==> src/rtl/ledmx_pkg.sv <==
package ledmx_pkg;

    // Per-row sequencing: one dark cycle, then the word is shown.
    typedef enum logic [0:0] {
        ST_BLANK = 1'b0,
        ST_SHOW  = 1'b1
    } scan_state_e;

endpackage

==> src/rtl/ledmx_bank.sv <==
// Shadow and display word banks; the display bank is refreshed as a whole.
module ledmx_bank #(
    parameter int ROWS  = 8,
    parameter int COLS  = 8,
    localparam int ROW_W = $clog2(ROWS)
) (
    input  logic             clk,
    input  logic             rst_n,
    input  logic             wr_en,
    input  logic [ROW_W-1:0] wr_addr,
    input  logic [COLS-1:0]  wr_data,
    input  logic             commit,
    input  logic [ROW_W-1:0] rd_idx,
    output logic [COLS-1:0]  rd_word
);

    logic [COLS-1:0] shadow_q [ROWS];
    logic [COLS-1:0] active_q [ROWS];

    generate
        for (genvar r = 0; r < ROWS; r++) begin : g_row
            always_ff @(posedge clk or negedge rst_n) begin
                if (!rst_n) begin
                    shadow_q[r] <= '0;
                    active_q[r] <= '0;
                end else begin
                    if (wr_en && (wr_addr == ROW_W'(r))) begin
                        shadow_q[r] <= wr_data;
                    end
                    if (commit) begin
                        active_q[r] <= shadow_q[r];
                    end
                end
            end
        end
    endgenerate

    assign rd_word = active_q[rd_idx];

endmodule

==> src/rtl/ledmx_scan.sv <==
// Dwell prescaler, row pointer and the blank/show state machine.
module ledmx_scan
    import ledmx_pkg::*;
#(
    parameter int ROWS  = 8,
    parameter int DWELL = 250000,
    localparam int ROW_W = $clog2(ROWS),
    localparam int CNT_W = (DWELL > 2) ? $clog2(DWELL) : 1
) (
    input  logic             clk,
    input  logic             rst_n,
    output logic [ROW_W-1:0] row_idx,
    output scan_state_e      state,
    output logic             frame_wrap
);

    logic [CNT_W-1:0] dwell_q;
    logic             dwell_done;
    logic             last_row;
    scan_state_e      state_d;

    assign dwell_done = (dwell_q == CNT_W'(DWELL - 1));
    assign last_row   = (row_idx == ROW_W'(ROWS - 1));
    assign frame_wrap = dwell_done && last_row;

    // State register
    always_ff @(posedge clk or negedge rst_n) begin
        if (!rst_n) begin
            state <= ST_BLANK;
        end else begin
            state <= state_d;
        end
    end

    // Transitions
    always_comb begin
        state_d = state;
        unique case (state)
            ST_BLANK: state_d = ST_SHOW;
            ST_SHOW:  if (dwell_done) state_d = ST_BLANK;
            default:  state_d = ST_BLANK;
        endcase
    end

    // Dwell counter and row pointer
    always_ff @(posedge clk or negedge rst_n) begin
        if (!rst_n) begin
            dwell_q <= '0;
            row_idx <= '0;
        end else if (dwell_done) begin
            dwell_q <= '0;
            row_idx <= last_row ? '0 : row_idx + 1'b1;
        end else begin
            dwell_q <= dwell_q + 1'b1;
        end
    end

endmodule

==> src/rtl/ledmx_drive.sv <==
// Output stage: one-hot row decode and blanked column drive.
module ledmx_drive
    import ledmx_pkg::*;
#(
    parameter int ROWS  = 8,
    parameter int COLS  = 8,
    localparam int ROW_W = $clog2(ROWS)
) (
    input  logic [ROW_W-1:0] row_idx,
    input  scan_state_e      state,
    input  logic [COLS-1:0]  word,
    output logic [ROWS-1:0]  row_sel,
    output logic [COLS-1:0]  col_drv
);

    generate
        for (genvar r = 0; r < ROWS; r++) begin : g_dec
            assign row_sel[r] = (row_idx == ROW_W'(r));
        end
    endgenerate

    always_comb begin
        unique case (state)
            ST_SHOW:  col_drv = word;
            ST_BLANK: col_drv = '0;
            default:  col_drv = '0;
        endcase
    end

endmodule

==> src/rtl/ledmx_top.sv <==
module ledmx_top
    import ledmx_pkg::*;
#(
    parameter int ROWS  = 8,
    parameter int COLS  = 8,
    parameter int DWELL = 250000,
    localparam int ROW_W = $clog2(ROWS)
) (
    input  logic             clk,
    input  logic             rst_n,
    input  logic             wr_en,
    input  logic [ROW_W-1:0] wr_addr,
    input  logic [COLS-1:0]  wr_data,
    output logic [ROWS-1:0]  row_sel,
    output logic [COLS-1:0]  col_drv
);

    logic [ROW_W-1:0] row_idx;
    scan_state_e      state;
    logic             frame_wrap;
    logic [COLS-1:0]  word;

    ledmx_scan #(.ROWS(ROWS), .DWELL(DWELL)) scan_i (
        .clk        (clk),
        .rst_n      (rst_n),
        .row_idx    (row_idx),
        .state      (state),
        .frame_wrap (frame_wrap)
    );

    ledmx_bank #(.ROWS(ROWS), .COLS(COLS)) bank_i (
        .clk     (clk),
        .rst_n   (rst_n),
        .wr_en   (wr_en),
        .wr_addr (wr_addr),
        .wr_data (wr_data),
        .commit  (frame_wrap),
        .rd_idx  (row_idx),
        .rd_word (word)
    );

    ledmx_drive #(.ROWS(ROWS), .COLS(COLS)) drive_i (
        .row_idx (row_idx),
        .state   (state),
        .word    (word),
        .row_sel (row_sel),
        .col_drv (col_drv)
    );

endmodule

==> config.mk <==
export PLATFORM = sky130hd
export DESIGN_NAME = ledmx_top
export DESIGN_NICKNAME = d
export VERILOG_FILES = /design/src/rtl/ledmx_pkg.sv /design/src/rtl/ledmx_bank.sv /design/src/rtl/ledmx_scan.sv /design/src/rtl/ledmx_drive.sv /design/src/rtl/ledmx_top.sv
export SDC_FILE = /design/constraint.sdc
export NUM_CORES = 1
export LEC_CHECK = 0
export BUFFER_PORTS_ARGS = -buffer_cell sky130_fd_sc_hd__buf_4
export CORE_MARGIN = 3
export CORE_UTILIZATION = 66
export DETAILED_ROUTE_END_ITERATION = 8
export GPL_TIMING_DRIVEN = 0
export PLACE_DENSITY_LB_ADDON = 0.1
export SYNTH_ARGS = -nofsm -noshare
export SYNTH_HDL_FRONTEND = slang
export SYNTH_SLANG_ARGS = --single-unit
==> constraint.sdc <==
create_clock -name clk -period 3.2 [get_ports clk]
set_input_delay 0.8 -clock clk [delete_from_list [all_inputs] [get_ports clk]]
set_output_delay 0.8 -clock clk [all_outputs]
set_load 0.1 [all_outputs]
# Word-level counts from Yosys, hierarchy flattened
# Index checks and enable logic that the tools add are counted.
# op_classes
add_sub_neg	2
magnitude_cmp	1
eq_ne	15
muxes	8
bitwise_logic	2
n_reduce_logical	11
# ops
cell	n
$bmux 8 s3	1
$eq 3x3->1 const B	8
$add 18x1->18 const B	1
$eq 18x18->1 const B	1
$mux 18	1
$mux 8	2
$pmux 8 s2	1
$eq 3x2->1 const B	4
$logic_and 1x1->1	9
$eq 3x1->1 const B	2
$logic_not 3->1	2
$ge 4x4->1 const B	1
$not 3->4	1
$add 3x1->3 const B	1
$mux 3	1
$pmux 1 s2	1
$mux 1	1
$not 1->1	1
# totals
regBits	150
input_bits	14
out_inout_bits	16
elab_cells	58

# Longest topological paths before layout
# logic_depth
word_depth	5
mapped_depth	6
ltp_nobuf	5

# Cells and area by module
# From an unflattened synthesis, not the netlist that was laid out.
# hier_totals
hier_cells	418
area_unflattened_um2	6508.7
# modules_own_cells
module	instances	cells_per_inst	area_each_um2	seq_area_each_um2
ledmx_bank	1	307	5348.9	3203.1
ledmx_scan	1	95	1044.8	550.5
ledmx_drive	1	16	115.1	0.0

# Worst setup path after synthesis
# No wires, ideal clock.
# synth_timing
path_type	register -> output
start	register scan_i.row_idx[0]
end	output port col_drv[1]
t_arrival_ns	3.386
required_ns	2.400
path_slack_ns	-0.986
stages_incl_launch_ff	6
path_buffers	2
cell_sequence	dfrtp_1 > buf_2 > buf_2 > mux4_2 > nand2_1 > a21boi_0
# synth_via
elab_chain_len	5
# synth_rtl
item	line_no	text
start, declared	ledmx_scan.sv:12	output logic [ROW_W-1:0] row_idx,
start signal, assigned	ledmx_scan.sv:52	row_idx <= last_row ? '0 : row_idx + 1'b1;
$not 3->4 (implied by the code)	ledmx_bank.sv:38	assign rd_word = active_q[rd_idx];
$bmux 8 s3	ledmx_bank.sv:38	
$mux 8 (implied by the code) (2 in series)	ledmx_bank.sv:38	
$pmux 8 s2	ledmx_drive.sv:23	unique case (state)
end, declared	ledmx_top.sv:15	output logic [COLS-1:0] col_drv
# No other way between the ends. The select of a mux whose other input is x is not followed.

# Worst setup path in the final report
# layout_timing
start	register scan_i.row_idx[1]
end	output port col_drv[6]
# Same word-level chain as after synthesis.

==> flow_metrics.py <==
metrics = {
    "global_routing": {
        "globalRouteOverflowTotal": 0,
        "grt_pass1_wl_um": 21700,
        "grt_max_degree": 77,
        "track_usage": 0.258,
        "first_global_vias": 3961,
        "antenna_found_initial": 0,
    },
    "detailed_routing": {
        "wirelength_um": 13100,
        "vias_per_cell": 5.94,
        "wl_per_cell_um": 21.0,
        "antenna_left": 0,
        "vias": 3717,
        "drt_pre_antenna_iters": 4,
        "drtIter0Drc": 245,
        "drc_errors": 0,
    },
    "worst_setup_path": {
        "worstReg2RegEnd": "bank_i.active_q[38]",
        "worstPathCellList": "clkbuf_2 -> buf_4 -> mux4_2 -> nand2_1 -> a21boi_2 -> buf_4",
        "max_stage_delay_ps": 370,
        "crit_fanout": 10,
        "crit_slowest_cell": "dfrtp_1",
        "r2r-start": "scan_i.dwell_q[0]",
        "cp-start-kind": "flop",
        "critPathRequiredTime_ps": 2400,
        "end_kind": "output pin",
        "path_common_cell": "buf_4",
        "reg2regPathDepth": 6,
        "arrival_ps": 2280,
        "r2r_setup_slack_ps": 960,
        "critPathKind": "reg2out",
    },
    "timing": {
        "clock.fmax_mhz": 324,
        "rsz0062_at_grt": "false",
        "setup_slack_ps": 117,
        "layout_min_cycle_time_ps": 3080,
        "relSlewSlack": 0.401,
        "tightest_slew_ps": 895,
        "setup-tns-final_ps": 0,
        "skew_ps": 7.09,
        "drv_slew": 0,
        "final-hold-violation-count": 0,
        "fin_crit_sh": 0.964,
        "setup_viol": 0,
    },
    "layout": {
        "drive_above_1_share": 0.477,
        "mostFrequentLayoutCells": "dfrtp_1, mux2_2, mux2_4",
        "nFillCells": 588,
        "antenna_cells": 0,
        "num-nets-final": 501,
        "area_growth_pct": 16.4,
        "multi_input_area_mm2": 0.00282,
        "final_area_mm2": 0.00778,
        "regArea_mm2": 0.00375,
        "final_common_cell": "dfrtp_1",
        "finalCoreUtilization": 0.793,
    },
    "synthesis": {
        "synthDistinctLibCells": 37,
        "yosysTopAreaCellShare": 0.561,
        "syn-num-nets": 454,
        "synth_area_leader_cell": "dfrtp_1",
        "ys_seq_area_frac": 0.561,
        "synth_area_mm2": 0.00669,
        "synth.area.top_cells": "dfrtp_1, mux2_4, mux2_2",
        "postSynthCellCount": 433,
        "syn_area_per_cell_um2": 15.4,
        "ys_warn_count": 0,
        "ys_ff_latch": 150,
    },
    "cts": {
        "cts_max_path_buffers": 2,
        "numClockSinks": 150,
        "insertion_delay_ps": 530,
        "h-tree-depth": 4,
        "path_clk_slew_ps": 60,
        "cts-root-buf": "clkbuf_8",
        "cts_tree": "done",
        "cts_hold_buffers": 0,
        "cts_inserted_buffers": 17,
    },
    "die": {
        "io_pins": 30,
        "core_mm2": 0.00982,
        "die_area_mm2": 0.0114,
        "start_util": 0.681,
        "die_y_um": 107,
        "row_count": 36,
        "die_w_um": 107,
    },
    "pwr": {
        "power.leakage_nw": 3.71,
        "ir_worst_vdd_v": 0.000463,
        "powerDensity_mw_per_mm2": 582,
    },
    "place": {
        "io_buffers": 25,
        "placed_area_mm2": 0.00711,
        "pre_cts_ws_ps": 256,
        "place.gp.congestion": 0.819,
        "dp.final_hpwl_um": 8390,
    },
    "min_path": {
        "hp-class": "in2async",
    },
    "outcome": {
        "status": "completed",
    },
    "flow_run": {
        "maxCapViolations": 0,
    },
}
kinds of logic (layout without fill, tap and decap cells):
family,count (synthesis),after routing,share of synthesized area
flip-flops,150,150,0.561
multiplexers,145,145,0.305
AND/OR/NAND/NOR,79,79,0.0663
buffers and inverters,23,83,0.0215
AO/OA/AOI/OAI,15,15,0.0146
XOR/XNOR,14,14,0.0183
adder cells (fa/ha/maj),7,7,0.0131
registers in the layout (all words and copies together) (netlist names):
signal	flops
scan_i.row_idx	3
bank_i.active_q	64
bank_i.shadow_q	64
scan_i.state	1
scan_i.dwell_q	18
worst max-delay path by stage:
stage | startpoint | to | slack (ps)
final | scan_i.row_idx[1] | col_drv[6] | 120
after detailed placement | scan_i.row_idx[0] | col_drv[2] | 260
after CTS | scan_i.row_idx[0] | col_drv[0] | 30
after floorplan | scan_i.row_idx[1] | row_sel[1] | 40
after global routing | scan_i.row_idx[1] | col_drv[2] | 20
after global placement | scan_i.row_idx[0] | col_drv[2] | 260
cells in the mapped netlist:
cell type,n
dfrtp_1,150
mux2_2,68
mux2_4,60
nand2_1,23
mux4_2,16
nor2_1,13
a21boi_0,8
nand3_1,8
xnor2_1,8
ha_1,7
buf_6,6
clkbuf_1,6
nand4_1,6
xor2_1,6
a21oi_1,4
buf_2,4
inv_1,4
nand4b_1,4
nor2b_1,4
and2_1,3
nor3_1,3
nor4_1,3
buf_4,2
nor3_2,2
nor3b_2,2
o21ai_0,2
and2_2,1
and4_1,1
and4_2,1
clkinv_1,1
mux2i_1,1
nand2b_1,1
nand3_4,1
nor4b_1,1
o31ai_1,1
or2_2,1
or4_1,1
critical path, delay by kind of cell (launching register included):
kind / cells / cell delay [ps]
AO/OA/AOI/OAI: 1 / 180
buffers and inverters: 3 / 870
flip-flops: 1 / 370
multiplexers: 1 / 240
AND/OR/NAND/NOR: 1 / 70
area by class of cell:
type                    instances  share of cell area
well taps                     133              0.0214
flip-flops and latches        150               0.482
multi-input cells             260               0.363
inverters                       5             0.00241
clock inverters                12              0.0225
clock buffers                  20              0.0585
plain buffers                  18              0.0191
repair buffers                 28              0.0310
through the flow:
stage / instances / hold WS (ps) / total power, mW
after global placement: 591 / 477 / 2.43
final: 626 / 282 / 4.53
after detailed placement: 592 / 480 / 2.47
after floorplan: 433 / 455 / 2.35
after CTS: 624 / 300 / 4.57
after global routing: 626 / 326 / 4.70
power by group:
group | switching (mW) | internal, mW
combinational | 0.111 | 0.155
clock | 0.774 | 1.33
sequential | 0.0914 | 2.08
total | 0.976 | 3.56
repair_timing:
item | CTS | global route
endpoints found under the setup margin | 14 | 6
setup buffers | 0 | 2
resized for setup | 6 | 4
metal layers:
| layer | share of wire | vias up | track usage |
|---|---|---|---|
| met4 | 0.013 | 0 | 0.0767 |
| met2 | 0.51 | 74 | 0.422 |
| met3 | 0.033 | 16 | 0.0602 |
| met5 | 0 | - | 0 |
| li1 | - | 1653 | - |
| met1 | 0.45 | 1974 | 0.350 |
No activity file was read; power rests on OpenSTA's default activity.
